`src/rtl/irq_pkg.sv`:
```
package irq_pkg;
  localparam int LINES  = 15;
  localparam int CODE_W = 4;
  localparam int ADDR_W = 5;

  typedef struct packed {
    logic              hit;
    logic [CODE_W-1:0] code;
  } prio_t;

  // Lowest-numbered set bit wins; bit i is line i+1. Idle code is all ones.
  function automatic prio_t prio_encode(input logic [LINES-1:0] pend);
    prio_t r;
    r.hit  = 1'b0;
    r.code = '1;
    for (int i = LINES - 1; i >= 0; i--) begin
      if (pend[i]) begin
        r.hit  = 1'b1;
        r.code = CODE_W'(i + 1);
      end
    end
    return r;
  endfunction
endpackage

```
`src/rtl/irq_sampler.sv`:
```
module irq_sampler #(
  parameter int N_LINES = irq_pkg::LINES
) (
  input  logic               clk,
  input  logic               rst_n,
  input  logic [N_LINES-1:0] req_n,
  output logic [N_LINES-1:0] pend_raw
);
  // One capture flop per line, falling edge, inverted on capture.
  for (genvar g = 0; g < N_LINES; g++) begin : g_line
    always_ff @(negedge clk or negedge rst_n) begin
      if (!rst_n) pend_raw[g] <= 1'b0;
      else        pend_raw[g] <= ~req_n[g];
    end
  end
endmodule

```
`src/rtl/irq_ctrl_regs.sv`:
```
module irq_ctrl_regs #(
  parameter int N_LINES = irq_pkg::LINES,
  parameter int ADDR_W  = irq_pkg::ADDR_W
) (
  input  logic               clk,
  input  logic               rst_n,
  input  logic [ADDR_W-1:0]  cb_addr,
  input  logic               cb_wr,
  input  logic               cb_wdata,
  input  logic [N_LINES-1:0] pend_raw,
  output logic [N_LINES-1:0] enable,
  output logic               mode,
  output logic               cb_rdata
);
  logic [N_LINES-1:0] sel;

  for (genvar g = 0; g < N_LINES; g++) begin : g_dec
    assign sel[g] = (cb_addr == ADDR_W'(g + 1));
  end

  always_ff @(posedge clk or negedge rst_n) begin
    if (!rst_n) begin
      enable <= '0;
      mode   <= 1'b0;
    end else if (cb_wr) begin
      if (cb_addr == '0) mode <= cb_wdata;
      else if (!mode) begin
        for (int i = 0; i < N_LINES; i++)
          if (sel[i]) enable[i] <= cb_wdata;
      end
    end
  end

  // Read path: address 0 gives the mode bit, 1..N give the pin level.
  always_comb begin
    cb_rdata = 1'b0;
    if (cb_addr == '0) cb_rdata = mode;
    else if (!mode) begin
      for (int i = 0; i < N_LINES; i++)
        if (sel[i]) cb_rdata = ~pend_raw[i];
    end
  end
endmodule

```
`src/rtl/irq_prio_stage.sv`:
```
module irq_prio_stage #(
  parameter int N_LINES = irq_pkg::LINES,
  parameter int CODE_W  = irq_pkg::CODE_W
) (
  input  logic               clk,
  input  logic               rst_n,
  input  logic [N_LINES-1:0] pend_raw,
  input  logic [N_LINES-1:0] enable,
  output logic [N_LINES-1:0] pend_gated,
  output logic               enc_irq,
  output logic [CODE_W-1:0]  enc_code
);
  irq_pkg::prio_t nxt;

  assign pend_gated = pend_raw & enable;

  always_comb nxt = irq_pkg::prio_encode(pend_gated);

  always_ff @(posedge clk or negedge rst_n) begin
    if (!rst_n) begin
      enc_irq  <= 1'b0;
      enc_code <= '1;
    end else begin
      enc_irq  <= nxt.hit;
      enc_code <= nxt.code;
    end
  end
endmodule

```
`src/rtl/irq_prio_encoder.sv`:
```
module irq_prio_encoder #(
  parameter int N_LINES = irq_pkg::LINES,
  parameter int CODE_W  = irq_pkg::CODE_W,
  parameter int ADDR_W  = irq_pkg::ADDR_W
) (
  input  logic               clk,
  input  logic               rst_n,
  input  logic [N_LINES-1:0] req_n,
  input  logic [ADDR_W-1:0]  cb_addr,
  input  logic               cb_wr,
  input  logic               cb_wdata,
  output logic               cb_rdata,
  output logic               irq_o,
  output logic [CODE_W-1:0]  code_o
);
  // Named internal events, visible to the bound checker.
  logic [N_LINES-1:0] pend_raw;
  logic [N_LINES-1:0] pend_gated;
  logic [N_LINES-1:0] enable;
  logic               mode;
  logic               enc_irq;
  logic [CODE_W-1:0]  enc_code;

  irq_sampler #(.N_LINES(N_LINES)) u_smp (
    .clk(clk), .rst_n(rst_n), .req_n(req_n), .pend_raw(pend_raw)
  );

  irq_ctrl_regs #(.N_LINES(N_LINES), .ADDR_W(ADDR_W)) u_ctl (
    .clk(clk), .rst_n(rst_n), .cb_addr(cb_addr), .cb_wr(cb_wr),
    .cb_wdata(cb_wdata), .pend_raw(pend_raw), .enable(enable),
    .mode(mode), .cb_rdata(cb_rdata)
  );

  irq_prio_stage #(.N_LINES(N_LINES), .CODE_W(CODE_W)) u_enc (
    .clk(clk), .rst_n(rst_n), .pend_raw(pend_raw), .enable(enable),
    .pend_gated(pend_gated), .enc_irq(enc_irq), .enc_code(enc_code)
  );

  // Synchronizing register on the falling edge after encoding.
  always_ff @(negedge clk or negedge rst_n) begin
    if (!rst_n) begin
      irq_o  <= 1'b0;
      code_o <= '1;
    end else begin
      irq_o  <= enc_irq;
      code_o <= enc_code;
    end
  end
endmodule

```
`config.mk`:
```
export PLATFORM = sky130hd
export DESIGN_NAME = irq_prio_encoder
export DESIGN_NICKNAME = d
export VERILOG_FILES = /design/src/rtl/irq_pkg.sv /design/src/rtl/irq_sampler.sv /design/src/rtl/irq_ctrl_regs.sv /design/src/rtl/irq_prio_stage.sv /design/src/rtl/irq_prio_encoder.sv
export SDC_FILE = /design/constraint.sdc
export NUM_CORES = 1
export LEC_CHECK = 0
export ABC_AREA = 1
export CAP_MARGIN = 20
export CELL_PAD_IN_SITES_DETAIL_PLACEMENT = 1
export CELL_PAD_IN_SITES_GLOBAL_PLACEMENT = 1
export CORE_MARGIN = 3
export CORE_UTILIZATION = 42
export DETAILED_ROUTE_END_ITERATION = 8
export PLACE_DENSITY_LB_ADDON = 0.1
export SYNTH_ARGS = -nofsm -noshare
export SYNTH_HDL_FRONTEND = slang
export SYNTH_SLANG_ARGS = --single-unit
```
`constraint.sdc`:
```
create_clock -name clk -period 3.35 [get_ports clk]
set_clock_uncertainty 0.2 [all_clocks]
set_input_delay 0.5025 -clock clk [delete_from_list [all_inputs] [get_ports clk]]
set_output_delay 0.5025 -clock clk [all_outputs]
set_load 0.05 [all_outputs]
```
# After elaboration in Yosys (flattened, before gate mapping)
# Cells that the tools add are included.
word_totals:
  mem_count: 0
  regBits: 41
  rom_bits: 0
  latchBits: 0
  ramBits: 0
classes:
  bitwise_logic: 33
  mux: 32
  n_mul: 0
  eq_ne: 15
  reduce_logical: 17
  n_shift: 0
  magnitude_cmp: 0
  addsub: 0
  div: 0
ops:
  columns: ["operator", "n"]
  rows:
  - ["two-way mux 5 bit", 15]
  - ["AND reduction 4 bit", 15]
  - ["equality test 5 x 4 -> 1 bit, second input constant", 8]
  - ["inverter 1 bit", 32]
  - ["equality test 5 x 3 -> 1 bit, second input constant", 4]
  - ["two-way mux 1 bit", 17]
  - ["AND 15 bit", 1]
  - ["equality test 5 x 2 -> 1 bit, second input constant", 2]
  - ["equality test 5 x 1 -> 1 bit, second input constant", 1]
  - ["zero test 5 bit", 1]
  - ["AND reduction 2 bit", 1]

# Logic depth before layout (Yosys ltp)
# Gate-level depths: netlist of run 1.
depth:
  word_depth: 18
  depth_mapped: 13
  mapped_depth_nobuf: 13

# By module
# A second synthesis of run 1 with hierarchy kept.
unflattened:
  cells_unflattened: 232
  area_unflattened_um2: 1963.1
by_module_without_submodules:
  columns: ["mod", "n_inst", "area_per_inst_um2", "cells_each"]
  rows:
  - ["irq_ctrl_regs", 1, 972.2, 131]
  - ["irq_sampler", 1, 431.7, 30]
  - ["irq_prio_stage", 1, 425.4, 65]
  - ["irq_prio_encoder", 1, 133.9, 6]

==> impl_metrics.ini, run 1 <==
[floorplanning]
io_pins = 30
fp.dieW_microns = 71.91
dieArea_sq_um = 5170
start_util_pct = 44.64
die_y_microns = 71.91
core_sq_um = 4086
rows = 23

[min_path]
min_path_type = flip-flop to flip-flop

[yosys]
synth-seq-cells = 41
synth_warnings = 0
synthAdderAreaFrac_pct = 0
async_flop_share_pct = 100.0
synthXorXnorAreaFrac_pct = 0
synth_top_area_share_pct = 23.32
synth-seq-area-share_pct = 56.79
synth-edff-count = 0
synth_area_per_cell_sq_um = 8.485
synth.most_common_cell = nand2_1
synth-simple-area-share_pct = 23.46
synth_nets = 239
synth_compound_area_share_pct = 10.77
synth_commonest_cells = nand2_1 (46), inv_1 (33), nor2_1 (25)
ys.flop_type = dfrtp_1
synth_top_family_by_area = simple AND/OR/NAND/NOR gates
post-synth-top-area-cell = dfrtp_1
muxShareOfSynthArea_pct = 0
synthesis.area_sq_um = 1824
synth_cells = 215
ys_types = 26
synth_area_leaders = dfrtp_1 (23%), dfrtn_1 (22%), dfstp_2 (12%), nand2_1 (9.5%), inv_1 (6.8%)

[timing]
tightest_slew_ns = 0.5743
finalMaxSlewViolations = 0
max_slew_margin_pct = 61.67
grt_setup_unrepaired = true
worst_slack_ns = -0.8827
final_hold_viol_count = 0
setup_violations = 5
finalSetupTns_ns = -1.069

[critical_path]
critPathArrivalTime_ns = 3.53
regToRegSetupSlack_ns = 0.10
crit_path_end_kind = output port
startpoint_type = flip-flop
critPathRequiredTime_ns = 2.65
criticalPathCategory = flip-flop to output port
path_max_fanout = 2

[clock_tree]
root_buffer = clkbuf_8
cts_tree = yes
cts-buffers-inserted = 5
clock_latency_ns = 0.30
clkSlewWorstSetupHoldPaths_ns = 0.08
htree_levels = 2
cts_buffer_depth = 2
cts.sink_count = 41

[global_routing]
grt_antenna_before_repair = 0
grt_use_total_pct = 21.09
grt_max_degree = 21
grt_pass1_wl_microns = 8176
grt_remaining_overflow = 0
first_global_vias = 1719

[route]
drtPass1Iterations = 4
drt-wirelength-per-cell_microns = 16.17
first_iter_violations = 97
vias = 1593
viasPerCell = 5.189
routed_wl_microns = 4963
drc = 0
postRouteAntennaNets = 0

[flow_run]
drv_cap = 0

[cells_and_area]
post-route-util_pct = 58.14
final_area_sq_um = 2376
nets = 280
fin_cells = 307
diodes = 0
syn_to_final_growth_pct = 30.25
final_layout_size_suffix_gt1_share_pct = 17.12
n_fill_cell = 493

[outcome]
violations = negative setup slack
run_status = finished with violations

[place]
dp_slack_ns = -0.4937
dpl-instance-area_sq_um = 2248
hpwl_microns = 3630
placed_cells = 294
portBuffers = 29
routabilityCongestion = 0.8081

[pwr]
power.density_nw_per_um2 = 613.1
leakagePower_nw = 1.167
vdd_drop_max_mv = 0.3028
==> flip-flops by register name, indices dropped and copies added (netlist names) <==
signal,cells
u_enc.enc_irq,1
u_ctl.enable,15
u_smp.pend_raw,15
irq_o,1
code_o,4
u_ctl.mode,1
u_enc.enc_code,4
==> timing repair <==
item,in CTS,in global routing
hold endpoints to repair,3,0
resized for setup,2,5
buffers inserted,0,1
pin swaps,1,6
endpoints found under the setup margin,5,6
hold buffers,1,0
==> final timing paths <==
path,start,end,cells after the start
min in group asynchronous,rst_n,u_ctl.enable[0]$_DFFE_PN0P_,2
worst min-delay path,u_ctl.enable[1]$_DFFE_PN0P_,u_ctl.enable[1]$_DFFE_PN0P_,2
worst max-delay path,u_smp.pend_raw[1]$_DFF_NN0_,cb_rdata,12
worst min register to register,u_ctl.enable[1]$_DFFE_PN0P_,u_ctl.enable[1]$_DFFE_PN0P_,2
worst max register to register,u_smp.pend_raw[13]$_DFF_NN0_,u_enc.enc_code[0]$_DFF_PN1_,12
max in group asynchronous,rst_n,u_smp.pend_raw[0]$_DFF_NN0_,3
==> cells by family after synthesis <==
family | Yosys count
simple gates | 96
buf+inv | 43
flops | 41
compound gates | 35
==> area by class of cell <==
cell class	count	area [sq um]	area share, %
Sequential cell	41	1036	43.60
Clock buffer	8	80.08	3.370
Clock inverter	4	15.01	0.6319
Tap cell	50	62.56	2.633
Timing Repair Buffer	34	389.1	16.38
Multi-Input combinational cell	131	646.9	27.22
Inverter	39	146.4	6.161
==> metrics by stage <==
stage                     hold WS [ns]  power [mW]
final                           0.3364       1.457
after global routing            0.3640       1.544
after CTS                       0.3348       1.461
after detailed placement        0.2159       1.125
after global placement          0.2184       1.105
after floorplan               0.006909      0.9235
==> cells in the final DEF (no fill, tap or decap) <==
master,netlist,final
nor2_4,2,2
nand3_1,6,4
or2_1,1,1
nand2_1,46,44
nor2_1,25,24
buf_12,0,6
nor3_1,1,1
dfstp_2,8,8
nor4_1,1,1
o21ai_1,2,3
nand4_1,7,7
nand2_4,0,1
a21oi_1,18,18
dfrtp_1,17,17
nor2_2,3,4
inv_1,33,36
clkdlybuf4s50_1,0,22
inv_2,7,7
dlygate4sd3_1,0,1
or2_0,1,1
clkbuf_1,1,3
nand3_2,1,3
o21bai_1,1,1
a211oi_1,1,1
a21boi_1,0,1
a31oi_1,11,11
buf_2,2,1
dfrtn_1,16,16
nand2_2,2,3
buf_4,0,3
clkbuf_8,0,5
buf_6,0,1
==> worst max-delay path: stages (launching register included) <==
cell,delay (ns)
dfrtn_1,0.41
inv_1,0.05
nand4_1,0.13
nand3_2,0.12
nor2_2,0.11
nand4_1,0.12
nand2_1,0.09
nand4_1,0.10
nand2_1,0.10
nand3_2,0.07
nand2_2,0.08
nand2_4,0.04
buf_6,0.14
==> per-layer routing <==
| metal | track usage, % | wire [microns] | vias up |
|---|---|---|---|
| li1 | - | - | 758 |
| met4 | 8.768 | 126 | 0 |
| met2 | 38.16 | 2540 | 36 |
| met1 | 23.87 | 2104 | 785 |
| met5 | 0 | 0 | - |
| met3 | 4.709 | 191 | 14 |
==> power by group <==
group          total [mW]  leakage [nW]  internal [mW]  switching [mW]
Clock               0.339        0.0608          0.155           0.185
Combinational       0.431         0.631          0.185           0.246
Sequential          0.687         0.475          0.626          0.0609
(Power assumes the default switching activity.)
==> inputs of run 2 (changes only) <==
--- a/config.mk
+++ b/config.mk
@@ -12,7 +12,9 @@
 export CORE_MARGIN = 3
 export CORE_UTILIZATION = 42
 export DETAILED_ROUTE_END_ITERATION = 8
-export PLACE_DENSITY_LB_ADDON = 0.1
+export GPL_TIMING_DRIVEN = 0
+export PLACE_DENSITY = 0.89
+export RECOVER_POWER = 100
 export SYNTH_ARGS = -nofsm -noshare
 export SYNTH_HDL_FRONTEND = slang
 export SYNTH_SLANG_ARGS = --single-unit
==> run 2 against run 1 <==
Compared with the run above:
- die area unchanged
- cell area decreased by 1.4%
- combinational power fell by 7.9%
- clock-buffer cell count decreased by 1
- core utilization down 0.83 points
- total power increased by 1.4%
- the run ends with max-capacitance violations, max-slew violations, negative setup slack left
- routed wire length shrank 1.6%
==> impl_metrics.ini, run 2 (same netlist as run 1, synthesis figures left out) <==
[route]
postRouteAntennaNets = 0
drtPass1Iterations = 5
first_iter_violations = 74
viasPerCell = 5.201
wl_met3_microns = 217
wl_met1_microns = 1915
drc = 0
drt-wirelength-per-cell_microns = 15.86
routed_wl_microns = 4884
top_layer = met4
vias = 1602
wl_met2_microns = 2584

[place]
portBuffers = 29
hpwl_microns = 3593
routabilityCongestion = 0.8340
dp_slack_ns = -1.037

[timing]
whs_ns = 0.3090
grt_setup_unrepaired = true
final_hold_viol_count = 0
setup_violations = 25
max_slew_margin_pct = -41.63
finalMaxSlewViolations = 42
tightest_slew_ns = 2.124
worst_slack_ns = -0.8321

[pwr]
leakagePower_nw = 1.155
p_switching_uw = 482.5
vdd_drop_max_mv = 0.2508
p_comb_share_pct = 26.9
power.density_nw_per_um2 = 630.5
intPower_uw = 994.2
sw_frac_of_total_pct = 32.67
power_frac_clock_pct = 26.7
sequentialPowerShare_pct = 46.5

[critical_path]
critPathArrivalTime_ns = 3.48
regToRegSetupSlack_ns = 0.11
crit_path_end_kind = output port
criticalPathCategory = flip-flop to output port
path_max_fanout = 2
startpoint_type = flip-flop
reg2reg_depth = 6
critPathRequiredTime_ns = 2.65

[global_routing]
grt_max_degree = 42
grt_pass1_wl_microns = 8052
first_global_vias = 1757
grt_use_total_pct = 20.65
grt_remaining_overflow = 0
grt_antenna_before_repair = 0

[floorplanning]
rows = 23
die_y_microns = 71.91
start_util_pct = 44.64
fp.dieW_microns = 71.91
io_pins = 30
dieArea_sq_um = 5170
core_sq_um = 4086

[cells_and_area]
layout_commonest_cell = nand2_1
diodes = 0
reg_top3 = u_ctl.enable x15, u_smp.pend_raw x15
n_fill_cell = 484
final_layout_size_suffix_gt1_share_pct = 15.50
syn_to_final_growth_pct = 28.40
nets = 281
layout_common_cells = nand2_1 (44), inv_1 (36), nor2_1 (26)
post-route-util_pct = 57.32

[clock_tree]
clock_latency_ns = 0.30
cts_tree = yes
cts.sink_count = 41
root_buffer = clkbuf_8
htree_levels = 2
cts-buffers-inserted = 5
cts_buffer_depth = 2
clkSlewWorstSetupHoldPaths_ns = 0.07
postCtsHoldBufs = 0

[outcome]
violations = max-capacitance violations, max-slew violations, negative setup slack
run_status = finished with violations

[min_path]
min_path_type = flip-flop to flip-flop
holdPathStages = 2

[flow_run]
drv_cap = 1
run 2: cell count changes in the layout (fill, tap and decap cells not counted), moves of 3 or more:
| cell | delta |
|---|---|
| clkdlybuf4s50_1 | -16 |
| inv_2 | -3 |
| buf_12 | -6 |
| clkinv_1 | +4 |
| dlygate4sd3_1 | +15 |
| buf_8 | +4 |
run 2: repair_timing:
action	in CTS	in global routing
endpoints found under the hold margin	0	0
setup endpoints to repair	6	6
pin swaps	3	5
setup buffers	1	2
gates resized for setup	48	2
run 2: layout make-up:
| type | instances | area [sq um] | share of cell area (%) |
|---|---|---|---|
| multi-input cells | 131 | 635.6 | 27.14 |
| clock buffers | 7 | 107.6 | 4.594 |
| plain buffers | 3 | 12.51 | 0.5342 |
| inverters | 39 | 146.4 | 6.250 |
| well taps | 50 | 62.56 | 2.671 |
| clock inverters | 5 | 18.77 | 0.8013 |
| flip-flops and latches | 41 | 1036 | 44.23 |
| repair buffers | 32 | 322.8 | 13.78 |
run 2: stage by stage:
step | power [mW] | cell area, sq um | setup TNS, ns | std cells
detailed placement | 1.069 | 2180 | -2.509 | 294
CTS | 1.489 | 2341 | -1.061 | 306
global route | 1.563 | 2342 | -16.68 | 308
finish | 1.477 | 2342 | -8.205 | 308
global placement | 1.041 | 2185 | -20.90 | 294
floorplan | 0.9235 | 1832 | -0.1779 | 215
run 2: path summary, 6_finish.rpt:
| check | start | endpoint |
|---|---|---|
| worst max-delay path | u_smp.pend_raw[2]$_DFF_NN0_ | cb_rdata |
| max in group asynchronous | rst_n | u_smp.pend_raw[14]$_DFF_NN0_ |
| worst min-delay path | u_ctl.enable[2]$_DFFE_PN0P_ | u_ctl.enable[2]$_DFFE_PN0P_ |
| worst max register to register | u_smp.pend_raw[0]$_DFF_NN0_ | u_enc.enc_irq$_DFF_PN0_ |
| worst min register to register | u_ctl.enable[2]$_DFFE_PN0P_ | u_ctl.enable[2]$_DFFE_PN0P_ |
| min in group asynchronous | rst_n | u_ctl.enable[2]$_DFFE_PN0P_ |
run 2: worst max-delay path, cell delays in order, from the launching register on:
cell     delay [ns]
dfrtn_1        0.41
inv_1          0.05
nand4_1        0.12
nand3_2        0.12
nor2_2         0.10
nand4_1        0.10
nand2_1        0.10
nand4_1        0.08
nand2_1        0.09
nand3_2        0.07
nand2_2        0.08
nand2_4        0.04
buf_6          0.14
run 2: power groups by stage:
stage / combinational (mW) / clock (mW) / sequential [mW]
floorplan: 0.168 / 0.00929 / 0.746
global placement: 0.359 / 0.00929 / 0.673
detailed placement: 0.374 / 0.00929 / 0.686
CTS: 0.400 / 0.402 / 0.687
global route: 0.439 / 0.430 / 0.694
finish: 0.397 / 0.394 / 0.686
run 2: per-layer routing:
layer	vias to the layer above	global-route usage, %
li1	764	-
met1	778	22.26
met2	44	37.76
met3	16	4.848
met4	0	10.02
met5	-	0
==> inputs of run 3 (changes only) <==
--- a/config.mk
+++ b/config.mk
@@ -10,10 +10,10 @@
 export CELL_PAD_IN_SITES_DETAIL_PLACEMENT = 1
 export CELL_PAD_IN_SITES_GLOBAL_PLACEMENT = 1
 export CORE_MARGIN = 3
-export CORE_UTILIZATION = 42
+export CORE_UTILIZATION = 35
 export DETAILED_ROUTE_END_ITERATION = 8
 export GPL_TIMING_DRIVEN = 0
-export PLACE_DENSITY = 0.89
+export PLACE_DENSITY = 0.77
 export RECOVER_POWER = 100
 export SYNTH_ARGS = -nofsm -noshare
 export SYNTH_HDL_FRONTEND = slang
==> run 3 against run 2 <==
Compared with the run above:
- the flow finishes with violations (negative setup slack)
- cell area is the same
- setup slack gained 0.053 ns
- hold slack lost 0.18 ns
- global-route usage shrank 5.1 points
- combinational power shrank 3%
- critical path type unchanged
- critical endpoint unchanged
==> impl_metrics.ini, run 3 (same netlist as run 1, synthesis figures left out) <==
[timing]
tightest_slew_ns = 0.8925
worst_slack_ns = -0.7795
setup_violations = 5
final_hold_viol_count = 0
finalMaxSlewViolations = 0
grt_setup_unrepaired = true
max_slew_margin_pct = 40.50
whs_ns = 0.1257

[clock_tree]
htree_levels = 2
cts-buffers-inserted = 5
clock_latency_ns = 0.30
cts_tree = yes
root_buffer = clkbuf_8
cts_buffer_depth = 2
cts.sink_count = 41
clkSlewWorstSetupHoldPaths_ns = 0.08

[floorplanning]
fp.dieW_microns = 78.20
dieArea_sq_um = 6114
core_sq_um = 4880
start_util_pct = 37.38
io_pins = 30
die_y_microns = 78.20
rows = 25

[cells_and_area]
final-seq-area_sq_um = 1036
layout_common_cells = nand2_1 (44), inv_1 (36), nor2_1 (26)
diodes = 0
n_fill_cell = 600
layout_commonest_cell = nand2_1
multi_input_area_sq_um = 631.9
reg_top3 = u_ctl.enable x15, u_smp.pend_raw x15
nets = 279
syn_to_final_growth_pct = 28.40
final_layout_size_suffix_gt1_share_pct = 15.23
fin_cells = 323

[pwr]
power.density_nw_per_um2 = 621.3
sw_frac_of_total_pct = 33.14
p_total_mw = 1.455
p_comb_share_pct = 26.5
power_frac_clock_pct = 26.8
intPower_uw = 972.9
p_switching_uw = 482.3
vdd_drop_max_mv = 0.2930
sequentialPowerShare_pct = 46.7
leakagePower_nw = 1.148

[route]
drt-wirelength-per-cell_microns = 13.35
viasPerCell = 4.697
drtPass1Iterations = 4
postRouteAntennaNets = 0
routed_wl_microns = 4311
first_iter_violations = 101
vias = 1517
drc = 0

[critical_path]
regToRegSetupSlack_ns = 0.19
critPathArrivalTime_ns = 3.43
path_max_fanout = 2
crit_path_end_kind = output port
critPathRequiredTime_ns = 2.65
criticalPathCategory = flip-flop to output port
startpoint_type = flip-flop

[place]
placed_cells = 311
hpwl_microns = 3251
portBuffers = 29
dp_slack_ns = -1.056
routabilityCongestion = 0.7879

[global_routing]
grt_pass1_wl_microns = 7417
grt_use_total_pct = 15.50
grt_remaining_overflow = 0
grt_antenna_before_repair = 0
grt_max_degree = 42
first_global_vias = 1572

[flow_run]
drv_cap = 0

[outcome]
run_status = finished with violations
violations = negative setup slack

[min_path]
min_path_type = primary input to asynchronous set/reset pin
run 3: changes by cell type in the layout (fill, tap and decap cells not counted), sizes merged:
cell / previous run / this run
buf: 7 / 8
clkbuf: 13 / 9
clkinv: 4 / 5
run 3: cell type report:
cell class | instances | area share (%)
flip-flops and latches | 41 | 44.23
multi-input cells | 131 | 26.98
repair buffers | 30 | 13.19
well taps | 67 | 3.579
clock buffers | 6 | 4.006
clock inverters | 6 | 1.229
inverters | 39 | 6.250
plain buffers | 3 | 0.5342
run 3: worst paths after layout:
| path | to | from | depth (start not counted) |
|---|---|---|---|
| min in group clk | u_ctl.enable[2]$_DFFE_PN0P_ | u_ctl.enable[2]$_DFFE_PN0P_ | 2 |
| worst max register to register | u_enc.enc_code[0]$_DFF_PN1_ | u_smp.pend_raw[12]$_DFF_NN0_ | 12 |
| max in group asynchronous | u_smp.pend_raw[12]$_DFF_NN0_ | rst_n | 1 |
| worst min-delay path | u_ctl.mode$_DFFE_PN0P_ | rst_n | 1 |
| worst min register to register | u_ctl.enable[2]$_DFFE_PN0P_ | u_ctl.enable[2]$_DFFE_PN0P_ | 2 |
| worst max-delay path | cb_rdata | u_smp.pend_raw[2]$_DFF_NN0_ | 12 |
run 3: what timing repair did:
| action | in CTS | in global routing |
|---|---|---|
| resized for setup | 44 | 5 |
| setup buffers | 1 | 0 |
| setup endpoints to repair | 6 | 6 |
| hold buffers | 0 | 0 |
| pin swaps | 1 | 1 |
run 3: power groups by stage:
stage / registers [mW] / logic, mW / clock network (mW)
global route: 0.692 / 0.426 / 0.436
detailed placement: 0.681 / 0.372 / 0.00929
floorplan: 0.746 / 0.168 / 0.00929
CTS: 0.680 / 0.394 / 0.402
finish: 0.680 / 0.385 / 0.390
global placement: 0.673 / 0.363 / 0.00929
run 3: stage by stage:
stage	setup TNS (ns)	utilization (%)	cell area, sq um
after detailed placement	-2.520	45.10	2201
final	-0.9589	48.00	2342
after global routing	-1.268	48.00	2342
after floorplan	-0.1779	-	1832
after global placement	-20.92	45.21	2206
after CTS	-1.083	48.03	2344
run 3: layer usage:
layer / track usage, % / wire, microns
met5: 0 / 0
met1: 20.06 / 2039
met3: 3.670 / 156
met2: 25.77 / 2060
met4: 4.720 / 55
run 3: critical path: stages (launching register included):
cell,delay [ns]
dfrtn_1,0.42
inv_1,0.05
nand4_1,0.11
nand3_2,0.10
nor2_2,0.09
nand4_1,0.10
nand2_1,0.07
nand4_1,0.08
nand2_1,0.10
nand3_2,0.07
nand2_2,0.08
nand2_4,0.05
buf_6,0.14
